$ cat config.mk
export PLATFORM = sky130hd
export DESIGN_NAME = bcd_calendar
export DESIGN_NICKNAME = d
export VERILOG_FILES = /design/src/rtl/bcd_cal_pkg.sv /design/src/rtl/bcd_subsec_ctr.sv /design/src/rtl/bcd_time_ctr.sv /design/src/rtl/bcd_date_ctr.sv /design/src/rtl/bcd_cal_regs.sv /design/src/rtl/bcd_calendar.sv
export SDC_FILE = /design/constraint.sdc
export NUM_CORES = 1
export LEC_CHECK = 0
export BUFFER_PORTS_ARGS = -buffer_cell sky130_fd_sc_hd__buf_2
export CAP_MARGIN = 40
export CORE_UTILIZATION = 55
export CTS_CLUSTER_SIZE = 28
export DETAILED_ROUTE_END_ITERATION = 7
export GPL_ROUTABILITY_DRIVEN = 0
export HOLD_SLACK_MARGIN = 0.08
export PLACE_DENSITY_LB_ADDON = 0.12
export SYNTH_ARGS = -nofsm -noshare
export SYNTH_HDL_FRONTEND = slang
export SYNTH_SLANG_ARGS = --single-unit
$ cat constraint.sdc
create_clock -name clk -period 4.1 [get_ports clk]
set_input_delay 0.82 -clock clk [delete_from_list [all_inputs] [get_ports clk]]
set_output_delay 0.82 -clock clk [all_outputs]
set_load 0.01 [all_outputs]
$ cat src/rtl/bcd_cal_pkg.sv
package bcd_cal_pkg;

  localparam int unsigned WORD_W   = 32;
  localparam int unsigned SYNC_BIT = 5;
  localparam int unsigned BYP_BIT  = 5;

  localparam logic [7:0] OFS_TIME   = 8'h00;
  localparam logic [7:0] OFS_DATE   = 8'h04;
  localparam logic [7:0] OFS_SUBSEC = 8'h08;
  localparam logic [7:0] OFS_STAT   = 8'h0C;
  localparam logic [7:0] OFS_PRE    = 8'h10;
  localparam logic [7:0] OFS_CTRL   = 8'h18;

  typedef struct packed {
    logic [1:0] hr_t;
    logic [3:0] hr_u;
    logic [2:0] mn_t;
    logic [3:0] mn_u;
    logic [2:0] sc_t;
    logic [3:0] sc_u;
  } hms_t;

  typedef struct packed {
    logic [3:0] yr_t;
    logic [3:0] yr_u;
    logic [2:0] wday;
    logic       mo_t;
    logic [3:0] mo_u;
    logic [1:0] dy_t;
    logic [3:0] dy_u;
  } ymd_t;

  localparam hms_t HMS_RST = '0;
  localparam ymd_t YMD_RST = '{yr_t: 4'd0, yr_u: 4'd0, wday: 3'd1, mo_t: 1'b0,
                               mo_u: 4'd1, dy_t: 2'd0, dy_u: 4'd1};

  function automatic logic [WORD_W-1:0] hms_pack(input hms_t t);
    logic [WORD_W-1:0] w;
    w        = '0;
    w[3:0]   = t.sc_u;
    w[6:4]   = t.sc_t;
    w[11:8]  = t.mn_u;
    w[14:12] = t.mn_t;
    w[19:16] = t.hr_u;
    w[21:20] = t.hr_t;
    return w;
  endfunction

  function automatic hms_t hms_unpack(input logic [WORD_W-1:0] w);
    hms_t t;
    t.sc_u = w[3:0];
    t.sc_t = w[6:4];
    t.mn_u = w[11:8];
    t.mn_t = w[14:12];
    t.hr_u = w[19:16];
    t.hr_t = w[21:20];
    return t;
  endfunction

  function automatic logic [WORD_W-1:0] ymd_pack(input ymd_t d);
    logic [WORD_W-1:0] w;
    w        = '0;
    w[3:0]   = d.dy_u;
    w[5:4]   = d.dy_t;
    w[11:8]  = d.mo_u;
    w[12]    = d.mo_t;
    w[15:13] = d.wday;
    w[19:16] = d.yr_u;
    w[23:20] = d.yr_t;
    return w;
  endfunction

  function automatic ymd_t ymd_unpack(input logic [WORD_W-1:0] w);
    ymd_t d;
    d.dy_u = w[3:0];
    d.dy_t = w[5:4];
    d.mo_u = w[11:8];
    d.mo_t = w[12];
    d.wday = w[15:13];
    d.yr_u = w[19:16];
    d.yr_t = w[23:20];
    return d;
  endfunction

  function automatic logic [7:0] bcd2bin(input logic [3:0] tens, input logic [3:0] units);
    return (8'(tens) * 8'd10) + 8'(units);
  endfunction

endpackage

$ cat src/rtl/bcd_subsec_ctr.sv
module bcd_subsec_ctr #(
  parameter int unsigned SS_W    = 16,
  parameter int unsigned PRE_W   = 15,
  parameter int unsigned PRE_RST = 255
) (
  input  logic             clk,
  input  logic             rst_n,
  input  logic             tick_en,
  input  logic             reload,
  input  logic [PRE_W-1:0] reload_val,
  output logic [SS_W-1:0]  ss_q,
  output logic [SS_W-1:0]  ss_d,
  output logic             sec_pulse
);

  logic ss_en;

  assign ss_en = reload | tick_en;

  always_comb begin
    ss_d      = ss_q;
    sec_pulse = 1'b0;
    if (reload) begin
      ss_d = SS_W'(reload_val);
    end else if (tick_en) begin
      if (ss_q == '0) begin
        ss_d      = SS_W'(reload_val);
        sec_pulse = 1'b1;
      end else begin
        ss_d = ss_q - 1'b1;
      end
    end
  end

  always_ff @(posedge clk or negedge rst_n) begin
    if (!rst_n) begin
      ss_q <= SS_W'(PRE_RST);
    end else if (ss_en) begin
      ss_q <= ss_d;
    end
  end

endmodule

$ cat src/rtl/bcd_time_ctr.sv
module bcd_time_ctr
  import bcd_cal_pkg::*;
(
  input  logic clk,
  input  logic rst_n,
  input  logic adv,
  input  logic ld,
  input  hms_t ld_val,
  output hms_t q,
  output hms_t d,
  output logic day_carry
);

  logic t_en;

  assign t_en = adv | ld;

  always_comb begin
    d         = q;
    day_carry = 1'b0;
    if (ld) begin
      d = ld_val;
    end else if (adv) begin
      if (q.sc_u != 4'd9) begin
        d.sc_u = q.sc_u + 4'd1;
      end else begin
        d.sc_u = 4'd0;
        if (q.sc_t != 3'd5) begin
          d.sc_t = q.sc_t + 3'd1;
        end else begin
          d.sc_t = 3'd0;
          if (q.mn_u != 4'd9) begin
            d.mn_u = q.mn_u + 4'd1;
          end else begin
            d.mn_u = 4'd0;
            if (q.mn_t != 3'd5) begin
              d.mn_t = q.mn_t + 3'd1;
            end else begin
              d.mn_t = 3'd0;
              if (q.hr_t == 2'd2 && q.hr_u == 4'd3) begin
                d.hr_t    = 2'd0;
                d.hr_u    = 4'd0;
                day_carry = 1'b1;
              end else if (q.hr_u == 4'd9) begin
                d.hr_u = 4'd0;
                d.hr_t = q.hr_t + 2'd1;
              end else begin
                d.hr_u = q.hr_u + 4'd1;
              end
            end
          end
        end
      end
    end
  end

  always_ff @(posedge clk or negedge rst_n) begin
    if (!rst_n) begin
      q <= HMS_RST;
    end else if (t_en) begin
      q <= d;
    end
  end

endmodule

$ cat src/rtl/bcd_date_ctr.sv
module bcd_date_ctr
  import bcd_cal_pkg::*;
(
  input  logic clk,
  input  logic rst_n,
  input  logic adv,
  input  logic ld,
  input  ymd_t ld_val,
  output ymd_t q,
  output ymd_t d
);

  logic       d_en;
  logic [7:0] yr_bin;
  logic [7:0] mo_bin;
  logic       leap;
  logic [7:0] last_bcd;
  logic       last_day;

  assign d_en   = adv | ld;
  assign yr_bin = bcd2bin(q.yr_t, q.yr_u);
  assign mo_bin = bcd2bin({3'b000, q.mo_t}, q.mo_u);
  // years 2000..2099: only 2000 is a century year and it is divisible by 400
  assign leap   = (yr_bin[1:0] == 2'b00);

  always_comb begin
    case (mo_bin)
      8'd2:                      last_bcd = leap ? 8'h29 : 8'h28;
      8'd4, 8'd6, 8'd9, 8'd11:   last_bcd = 8'h30;
      default:                   last_bcd = 8'h31;
    endcase
  end

  assign last_day = ({2'b00, q.dy_t, q.dy_u} == last_bcd);

  always_comb begin
    d = q;
    if (ld) begin
      d = ld_val;
    end else if (adv) begin
      d.wday = (q.wday == 3'd7) ? 3'd1 : q.wday + 3'd1;
      if (!last_day) begin
        if (q.dy_u == 4'd9) begin
          d.dy_u = 4'd0;
          d.dy_t = q.dy_t + 2'd1;
        end else begin
          d.dy_u = q.dy_u + 4'd1;
        end
      end else begin
        d.dy_t = 2'd0;
        d.dy_u = 4'd1;
        if (q.mo_t && q.mo_u == 4'd2) begin
          d.mo_t = 1'b0;
          d.mo_u = 4'd1;
          if (q.yr_u != 4'd9) begin
            d.yr_u = q.yr_u + 4'd1;
          end else begin
            d.yr_u = 4'd0;
            d.yr_t = (q.yr_t == 4'd9) ? 4'd0 : q.yr_t + 4'd1;
          end
        end else if (q.mo_u == 4'd9) begin
          d.mo_t = 1'b1;
          d.mo_u = 4'd0;
        end else begin
          d.mo_u = q.mo_u + 4'd1;
        end
      end
    end
  end

  always_ff @(posedge clk or negedge rst_n) begin
    if (!rst_n) begin
      q <= YMD_RST;
    end else if (d_en) begin
      q <= d;
    end
  end

endmodule

$ cat src/rtl/bcd_cal_regs.sv
module bcd_cal_regs
  import bcd_cal_pkg::*;
#(
  parameter int unsigned ADDR_W  = 8,
  parameter int unsigned SS_W    = 16,
  parameter int unsigned PRE_W   = 15,
  parameter int unsigned PRE_RST = 255
) (
  input  logic              clk,
  input  logic              rst_n,
  input  logic              tick_en,
  input  logic              bus_we,
  input  logic [ADDR_W-1:0] bus_addr,
  input  logic [WORD_W-1:0] bus_wdata,
  input  logic [SS_W-1:0]   live_ss,
  input  logic [SS_W-1:0]   next_ss,
  input  logic [WORD_W-1:0] live_time,
  input  logic [WORD_W-1:0] next_time,
  input  logic [WORD_W-1:0] live_date,
  input  logic [WORD_W-1:0] next_date,
  output logic [WORD_W-1:0] bus_rdata,
  output logic              wr_time,
  output logic              wr_date,
  output logic              wr_pre,
  output logic [PRE_W-1:0]  prediv_q,
  output logic              sync_q,
  output logic              bypass_q,
  output logic [SS_W-1:0]   sh_ss,
  output logic [WORD_W-1:0] sh_time,
  output logic [WORD_W-1:0] sh_date
);

  logic sel_time, sel_date, sel_ss, sel_stat, sel_pre, sel_ctrl;
  logic wr_stat, wr_ctrl;
  logic sync_d;
  logic wdata_unused;

  assign sel_time = (bus_addr == ADDR_W'(OFS_TIME));
  assign sel_date = (bus_addr == ADDR_W'(OFS_DATE));
  assign sel_ss   = (bus_addr == ADDR_W'(OFS_SUBSEC));
  assign sel_stat = (bus_addr == ADDR_W'(OFS_STAT));
  assign sel_pre  = (bus_addr == ADDR_W'(OFS_PRE));
  assign sel_ctrl = (bus_addr == ADDR_W'(OFS_CTRL));

  assign wr_time = bus_we & sel_time;
  assign wr_date = bus_we & sel_date;
  assign wr_pre  = bus_we & sel_pre;
  assign wr_stat = bus_we & sel_stat;
  assign wr_ctrl = bus_we & sel_ctrl;

  assign wdata_unused = ^bus_wdata;

  // hardware refresh outranks a software clear in the same cycle
  always_comb begin
    sync_d = sync_q;
    if (tick_en) begin
      sync_d = 1'b1;
    end else if (wr_stat && !bus_wdata[SYNC_BIT]) begin
      sync_d = 1'b0;
    end
  end

  always_ff @(posedge clk or negedge rst_n) begin
    if (!rst_n) begin
      sync_q <= 1'b0;
    end else begin
      sync_q <= sync_d;
    end
  end

  always_ff @(posedge clk or negedge rst_n) begin
    if (!rst_n) begin
      prediv_q <= PRE_W'(PRE_RST);
    end else if (wr_pre) begin
      prediv_q <= bus_wdata[PRE_W-1:0];
    end
  end

  always_ff @(posedge clk or negedge rst_n) begin
    if (!rst_n) begin
      bypass_q <= 1'b0;
    end else if (wr_ctrl) begin
      bypass_q <= bus_wdata[BYP_BIT];
    end
  end

  always_ff @(posedge clk or negedge rst_n) begin
    if (!rst_n) begin
      sh_ss   <= SS_W'(PRE_RST);
      sh_time <= hms_pack(HMS_RST);
      sh_date <= ymd_pack(YMD_RST);
    end else if (tick_en) begin
      sh_ss   <= next_ss;
      sh_time <= next_time;
      sh_date <= next_date;
    end
  end

  always_comb begin
    bus_rdata = '0;
    if (sel_time) begin
      bus_rdata = bypass_q ? live_time : sh_time;
    end else if (sel_date) begin
      bus_rdata = bypass_q ? live_date : sh_date;
    end else if (sel_ss) begin
      bus_rdata = WORD_W'(bypass_q ? live_ss : sh_ss);
    end else if (sel_stat) begin
      bus_rdata[SYNC_BIT] = sync_q;
    end else if (sel_pre) begin
      bus_rdata = WORD_W'(prediv_q);
    end else if (sel_ctrl) begin
      bus_rdata[BYP_BIT] = bypass_q;
    end
  end

endmodule

$ cat src/rtl/bcd_calendar.sv
module bcd_calendar
  import bcd_cal_pkg::*;
#(
  parameter int unsigned ADDR_W  = 8,
  parameter int unsigned SS_W    = 16,
  parameter int unsigned PRE_W   = 15,
  parameter int unsigned PRE_RST = 255
) (
  input  logic              clk,
  input  logic              rst_n,
  input  logic              tick_en,
  input  logic              bus_we,
  input  logic [ADDR_W-1:0] bus_addr,
  input  logic [WORD_W-1:0] bus_wdata,
  output logic [WORD_W-1:0] bus_rdata
);

  logic              wr_time, wr_date, wr_pre;
  logic [PRE_W-1:0]  prediv_q;
  logic              sync_q, bypass_q;
  logic [SS_W-1:0]   sh_ss;
  logic [WORD_W-1:0] sh_time, sh_date;
  logic              ss_reload;
  logic [PRE_W-1:0]  reload_val;
  logic [SS_W-1:0]   ss_q, ss_d;
  logic              sec_pulse;
  hms_t              hms_q, hms_d;
  logic              day_carry;
  ymd_t              ymd_q, ymd_d;

  assign ss_reload  = wr_pre | wr_time;
  assign reload_val = wr_pre ? bus_wdata[PRE_W-1:0] : prediv_q;

  bcd_subsec_ctr #(
    .SS_W   (SS_W),
    .PRE_W  (PRE_W),
    .PRE_RST(PRE_RST)
  ) u_subsec (
    .clk       (clk),
    .rst_n     (rst_n),
    .tick_en   (tick_en),
    .reload    (ss_reload),
    .reload_val(reload_val),
    .ss_q      (ss_q),
    .ss_d      (ss_d),
    .sec_pulse (sec_pulse)
  );

  bcd_time_ctr u_time (
    .clk      (clk),
    .rst_n    (rst_n),
    .adv      (sec_pulse),
    .ld       (wr_time),
    .ld_val   (hms_unpack(bus_wdata)),
    .q        (hms_q),
    .d        (hms_d),
    .day_carry(day_carry)
  );

  bcd_date_ctr u_date (
    .clk   (clk),
    .rst_n (rst_n),
    .adv   (day_carry),
    .ld    (wr_date),
    .ld_val(ymd_unpack(bus_wdata)),
    .q     (ymd_q),
    .d     (ymd_d)
  );

  bcd_cal_regs #(
    .ADDR_W (ADDR_W),
    .SS_W   (SS_W),
    .PRE_W  (PRE_W),
    .PRE_RST(PRE_RST)
  ) u_regs (
    .clk      (clk),
    .rst_n    (rst_n),
    .tick_en  (tick_en),
    .bus_we   (bus_we),
    .bus_addr (bus_addr),
    .bus_wdata(bus_wdata),
    .live_ss  (ss_q),
    .next_ss  (ss_d),
    .live_time(hms_pack(hms_q)),
    .next_time(hms_pack(hms_d)),
    .live_date(ymd_pack(ymd_q)),
    .next_date(ymd_pack(ymd_d)),
    .bus_rdata(bus_rdata),
    .wr_time  (wr_time),
    .wr_date  (wr_date),
    .wr_pre   (wr_pre),
    .prediv_q (prediv_q),
    .sync_q   (sync_q),
    .bypass_q (bypass_q),
    .sh_ss    (sh_ss),
    .sh_time  (sh_time),
    .sh_date  (sh_date)
  );

endmodule

Word level (Yosys, flattened, before mapping) --
Index checks and enable logic that the tools add are counted. W data, S select, Z words.
Word-level totals: output and inout bits 32, register bits after elaboration 133
Cells by class: add/sub/neg operators 15, eq/ne operators 24, multipliers 2, bitwise logic cells 9, reductions and logical operators 9, mux-type cells 59
Operator list (number):
- $mux W32 | 3
- $mux W16 | 5
- $mux W22 | 3
- $mux W20 | 2
- $eq A8 B4 Y1 const B | 4
- $mux W4 | 8
- $add A4 B1 Y4 const B | 7
- $mux W9 | 3
- $eq A8 B3 Y1 const B | 3
- $mux W24 | 1
- $mux W5 | 4
- $mux W6 | 3
- $mux W1 | 17
- $eq A4 B4 Y1 const B | 4
- $eq A8 B5 Y1 const B | 2
- $logic_not A16 Y1 | 1
- $mux W8 | 2
- $pmux W8 S2 | 1
- $sub A16 B1 Y16 const B | 1
- $mux W15 | 1
- $mux W13 | 1
- $ne A4 B4 Y1 const B | 3
- $add A3 B1 Y3 const B | 3
- $mux W3 | 3
- other kinds (20) | 33

Depth between registers and ports, before layout --
depth after elaboration 11, mapped depth 12, mapped depth without buffers 10

Hierarchy --
A second synthesis with hierarchy kept.
Unflattened totals: cell total of the unflattened synthesis 935, area total of the unflattened synthesis 10020.9 sq um
Modules (own cells, without submodules):
- bcd_cal_regs | cells an instance 392, sequential area each 2451.1 sq um, area each 5172.5 sq um, times used 1
- bcd_date_ctr | cells an instance 215, sequential area each 554.3 sq um, area each 1831.8 sq um, times used 1
- bcd_time_ctr | cells an instance 162, sequential area each 500.5 sq um, area each 1481.4 sq um, times used 1
- bcd_subsec_ctr | cells an instance 147, sequential area each 410.4 sq um, area each 1291.2 sq um, times used 1
- bcd_calendar | cells an instance 19, sequential area each 0.0 sq um, area each 244.0 sq um, times used 1

Worst setup path after synthesis --
OpenSTA, ideal clock, no wires.
kind input -> output, start point input port bus_addr[2], end point output port bus_rdata[5], stages 8, buffers on the path 1, slack 0.764 ns, data arrival time 2.516 ns, required time 3.280 ns, cell sequence nor3_1 > nor2b_1 > nand2_1 > or2_2 > inv_1 > clkbuf_1 > a22oi_1 > o211ai_1
On the way: word-level cells in the longest chain between the ends 7
Ends and longest elaborated chain:
- from (decl) | line bcd_calendar.sv:13 | input logic [ADDR_W-1:0] bus_addr,
- $eq A8 B5 Y1 | line bcd_cal_regs.sv:43 | assign sel_ctrl = (bus_addr == ADDR_W'(OFS_CTRL));
- $mux W1 | line bcd_cal_regs.sv:111 | end else if (sel_ctrl) begin
- $mux W1 | line bcd_cal_regs.sv:109 | end else if (sel_pre) begin
- $mux W1 | line bcd_cal_regs.sv:107 | end else if (sel_stat) begin
- $mux W32 | line bcd_cal_regs.sv:105 | end else if (sel_ss) begin
- $mux W32 | line bcd_cal_regs.sv:103 | end else if (sel_date) begin
- $mux W32 (*) | line bcd_cal_regs.sv:101 | if (sel_time) begin
- to (decl) | line bcd_calendar.sv:15 | output logic [WORD_W-1:0] bus_rdata
Every way passes the cells marked *; elsewhere a longest branch is shown, timed or not.

Final worst setup path --
start point input port bus_addr[5], end point output port bus_rdata[8]
On the way: word-level cells in the longest chain between the ends 6
Ends and longest elaborated chain:
- $eq A8 B5 Y1 | line bcd_cal_regs.sv:42 | assign sel_pre = (bus_addr == ADDR_W'(OFS_PRE));
- $mux W9 | line bcd_cal_regs.sv:109
- $mux W9 | line bcd_cal_regs.sv:107
- $mux W32 | line bcd_cal_regs.sv:105
- $mux W32 | line bcd_cal_regs.sv:103
- $mux W32 (*) | line bcd_cal_regs.sv:101
Marked as above.

==> flow_summary.ini <==
[yosys]
synth_ff_type = dfrtp_1
ys_types = 70
ys_warn_count = 0
synth-seq-cells = 133
mappedNetlistArea_mm2 = 0.00784
synth_edf_count = 0
synthCells = 816
avgSynthCellArea_um2 = 9.61
ys_seq_area_share_pct = 42.9
synthArstFlopShare_pct = 100

[final_layout]
n_fill_cell = 1134
syn_to_final_growth_pct = 13.5
final_nets = 919
antenna-diode-count = 0
fin_cells = 1057
drive_above_1_share_pct = 24.3

[route]
drt_first_pass_iters = 5
routedWlPerCell_um = 21.0
vias_per_cell = 6.45
detail-route-antenna-nets = 0
drt_iter0_drc = 653
drc = 0
drt-total-wl_um = 22200
vias = 6816

[die]
initial_core_util_pct = 56.5
die_w_um = 121
dieArea_mm2 = 0.0147
row_count = 43
ios = 76
fp.coreArea_mm2 = 0.0139
fp.dieH_um = 121

[setup_path]
r2r-start = u_subsec.ss_q[1]
critPathSlowestCell = nand2_1
path_common_cell = buf_2
cp_max_fo = 16
worst_setup_path_start_kind = input port
reg2reg_to = u_regs.sh_date[9]
criticalPathCategory = input port to output port
reg2reg_depth = 9
crit_required_ps = 3280
crit_family = simple AND/OR/NAND/NOR gates
crit_path_max_incr_delay_ps = 620
rrSetupSlack_ps = 360
end_kind = output port
path_buf_inv = 2
worstPathArrival_ps = 3130
crit_path_cell_trace = buf_2 > or3_1 > nor3_1 > nand2_1 > o22ai_1 > a221o_1 > buf_2

[place]
io_buffers = 59
placed_cells = 1025
place_ws_ps = 217
dp_hpwl_um = 15400

[global_route]
grt_max_degree = 102
grt_overflow = 0
first_global_vias = 6608
antenna_found_initial = 0
grt.total_usage_pct = 31.6
grt_pass1_wl_um = 35000

[cts]
cts.sinks = 133
clock-root-buffer = clkbuf_16
insertion_delay_ps = 420
clk_pin_slew_ps = 60
htreeDepth = 4
postCtsSetupRepairBufs = 0
cts.repair.resized = 0
holdBufCountCts = 0
tritoncts = built
clk_path_buf_depth = 2
cts_buffers = 17

[run_status]
outcome = complete, no violations

[timing]
report.final.slew_viol_count = 0
fin_crit_ps = 3950
worstMarginPinSlew_ps = 816
relSlewSlack_pct = 44.8
fin_skew_ps = 8.38
period_share_pct = 96.3
fmax_mhz = 253
finalHoldViolations = 0
layout_setup_ws_ps = 153
rsz0062_at_grt = no
fin_setup_tns_ps = 0
setup_viol = 0

[worst_hold_path]
worstHoldPathType = input port to asynchronous set/reset pin

[flow_run]
max-cap-violations = 0

[power_and_ir_drop]
peakVddDrop_mv = 0.352
power_density_mw_per_mm2 = 488
power_leakage_nw = 3.86
finalPower_mw = 4.34
cells in the mapped netlist, types with 9 or more instances:
library cell | number | area share [%]
nand2_1 | 63 | 3.0
a221o_1 | 14 | 1.8
a31oi_1 | 13 | 1.0
dfstp_2 | 30 | 10
o22ai_1 | 20 | 1.6
nor3_1 | 16 | 1.0
and3_1 | 10 | 0.80
dfrtp_1 | 103 | 33
nand3_1 | 29 | 1.9
o21ai_0 | 49 | 3.1
ha_1 | 11 | 1.8
mux2i_1 | 58 | 7.4
mux2_2 | 54 | 7.8
a21oi_1 | 38 | 2.4
inv_1 | 25 | 1.2
nand4_1 | 9 | 0.72
buf_4 | 9 | 0.86
o2bb2ai_1 | 11 | 1.2
clkbuf_1 | 33 | 1.6
nor2_1 | 81 | 3.9
sequential cells by signal, summed over array words and instances (netlist names):
signal           cells
u_subsec.ss_q       16
u_regs.prediv_q     15
u_regs.sh_time      20
u_regs.sh_date      22
u_regs.sync_q        1
u_time.q            20
u_regs.sh_ss        16
u_regs.bypass_q      1
u_date.q            22
where the power goes:
part	switching [mW]	internal [mW]	leakage [nW]	total, mW
clock network	0.566	1.01	0.303	1.58
logic	0.506	0.414	1.91	0.920
registers	0.239	1.61	1.64	1.85
total	1.31	3.03	3.86	4.34
how the worst max path moves through the flow:
stage	from	to	slack (ps)	cells past startpoint
floorplan	bus_addr[2]	bus_rdata[5]	760	8
global placement	bus_addr[5]	bus_rdata[8]	340	7
detailed placement	bus_addr[5]	bus_rdata[18]	220	7
CTS	bus_addr[5]	bus_rdata[18]	200	7
global route	bus_addr[5]	bus_rdata[18]	110	7
finish	bus_addr[5]	bus_rdata[8]	150	7
stage by stage:
| step | utilization, % | cell area (µm²) | hold slack [ps] |
|---|---|---|---|
| after floorplan | - | 7870 | 446 |
| after global placement | 59.7 | 8290 | 462 |
| after detailed placement | 59.7 | 8290 | 476 |
| after CTS | 64.1 | 8900 | 363 |
| after global routing | 64.1 | 8900 | 366 |
| final | 64.1 | 8900 | 344 |
placed cells by master (no fill, tap or decap), types with 6 or more instances in the layout:
master	n
a21oi_1	38
a221o_1	14
a31oi_1	13
and3_1	10
buf_2	58
buf_4	17
clkbuf_16	17
conb_1	8
dfrtp_1	102
dfstp_2	30
ha_1	11
inv_1	25
mux2_2	54
mux2i_1	58
nand2_1	63
nand2b_1	7
nand3_1	29
nand3b_1	6
nand4_1	9
nor2_1	81
nor2b_1	8
nor3_1	16
o21ai_0	49
o221ai_1	6
o22ai_1	20
o2bb2ai_1	11
or3_1	8
xnor2_1	8
cell type report:
type	instances	area, µm²	share of cell area [%]
Clock buffer	22	484	5.44
Clock inverter	10	126	1.42
Inverter	26	97.6	1.10
Multi-Input combinational cell	610	4160	46.8
Sequential cell	133	3370	37.8
Tap cell	180	225	2.53
Timing Repair Buffer	76	438	4.92
worst register-to-register path, cell delays in order (launching register included):
cell and delay (ps):
dfstp_2 380, inv_1 80, ha_1 180, or3b_1 420, or3_1 440, nor4_4 560, nand3_1 620, o31ai_1 450
o311ai_0 260, a22o_1 250
logic make-up after synthesis:
| kind of cell | count (synthesis) | share of synthesized area, % |
|---|---|---|
| AOI/OAI and AO/OA | 190 | 16.1 |
| xor gates and xnor gates | 11 | 1.23 |
| adders and majority gates | 11 | 1.75 |
| buffers and inverters | 80 | 4.34 |
| DFF | 133 | 42.9 |
| muxes | 113 | 15.3 |
| other | 1 | 0.0478 |
| and+or+nand+nor | 277 | 18.4 |
routing by layer:
| metal | part of all wire (%) | vias up | routed length [µm] | track usage (%) |
|---|---|---|---|---|
| met5 | 0 | - | 0 | 0 |
| met4 | 2.5 | 0 | 564 | 12.9 |
| met3 | 5.9 | 42 | 1300 | 5.50 |
| met2 | 47 | 266 | 10500 | 48.7 |
| met1 | 44 | 3426 | 9850 | 43.9 |
| li1 | - | 3082 | - | - |
Note: power is estimated with default switching activity, not from simulation.
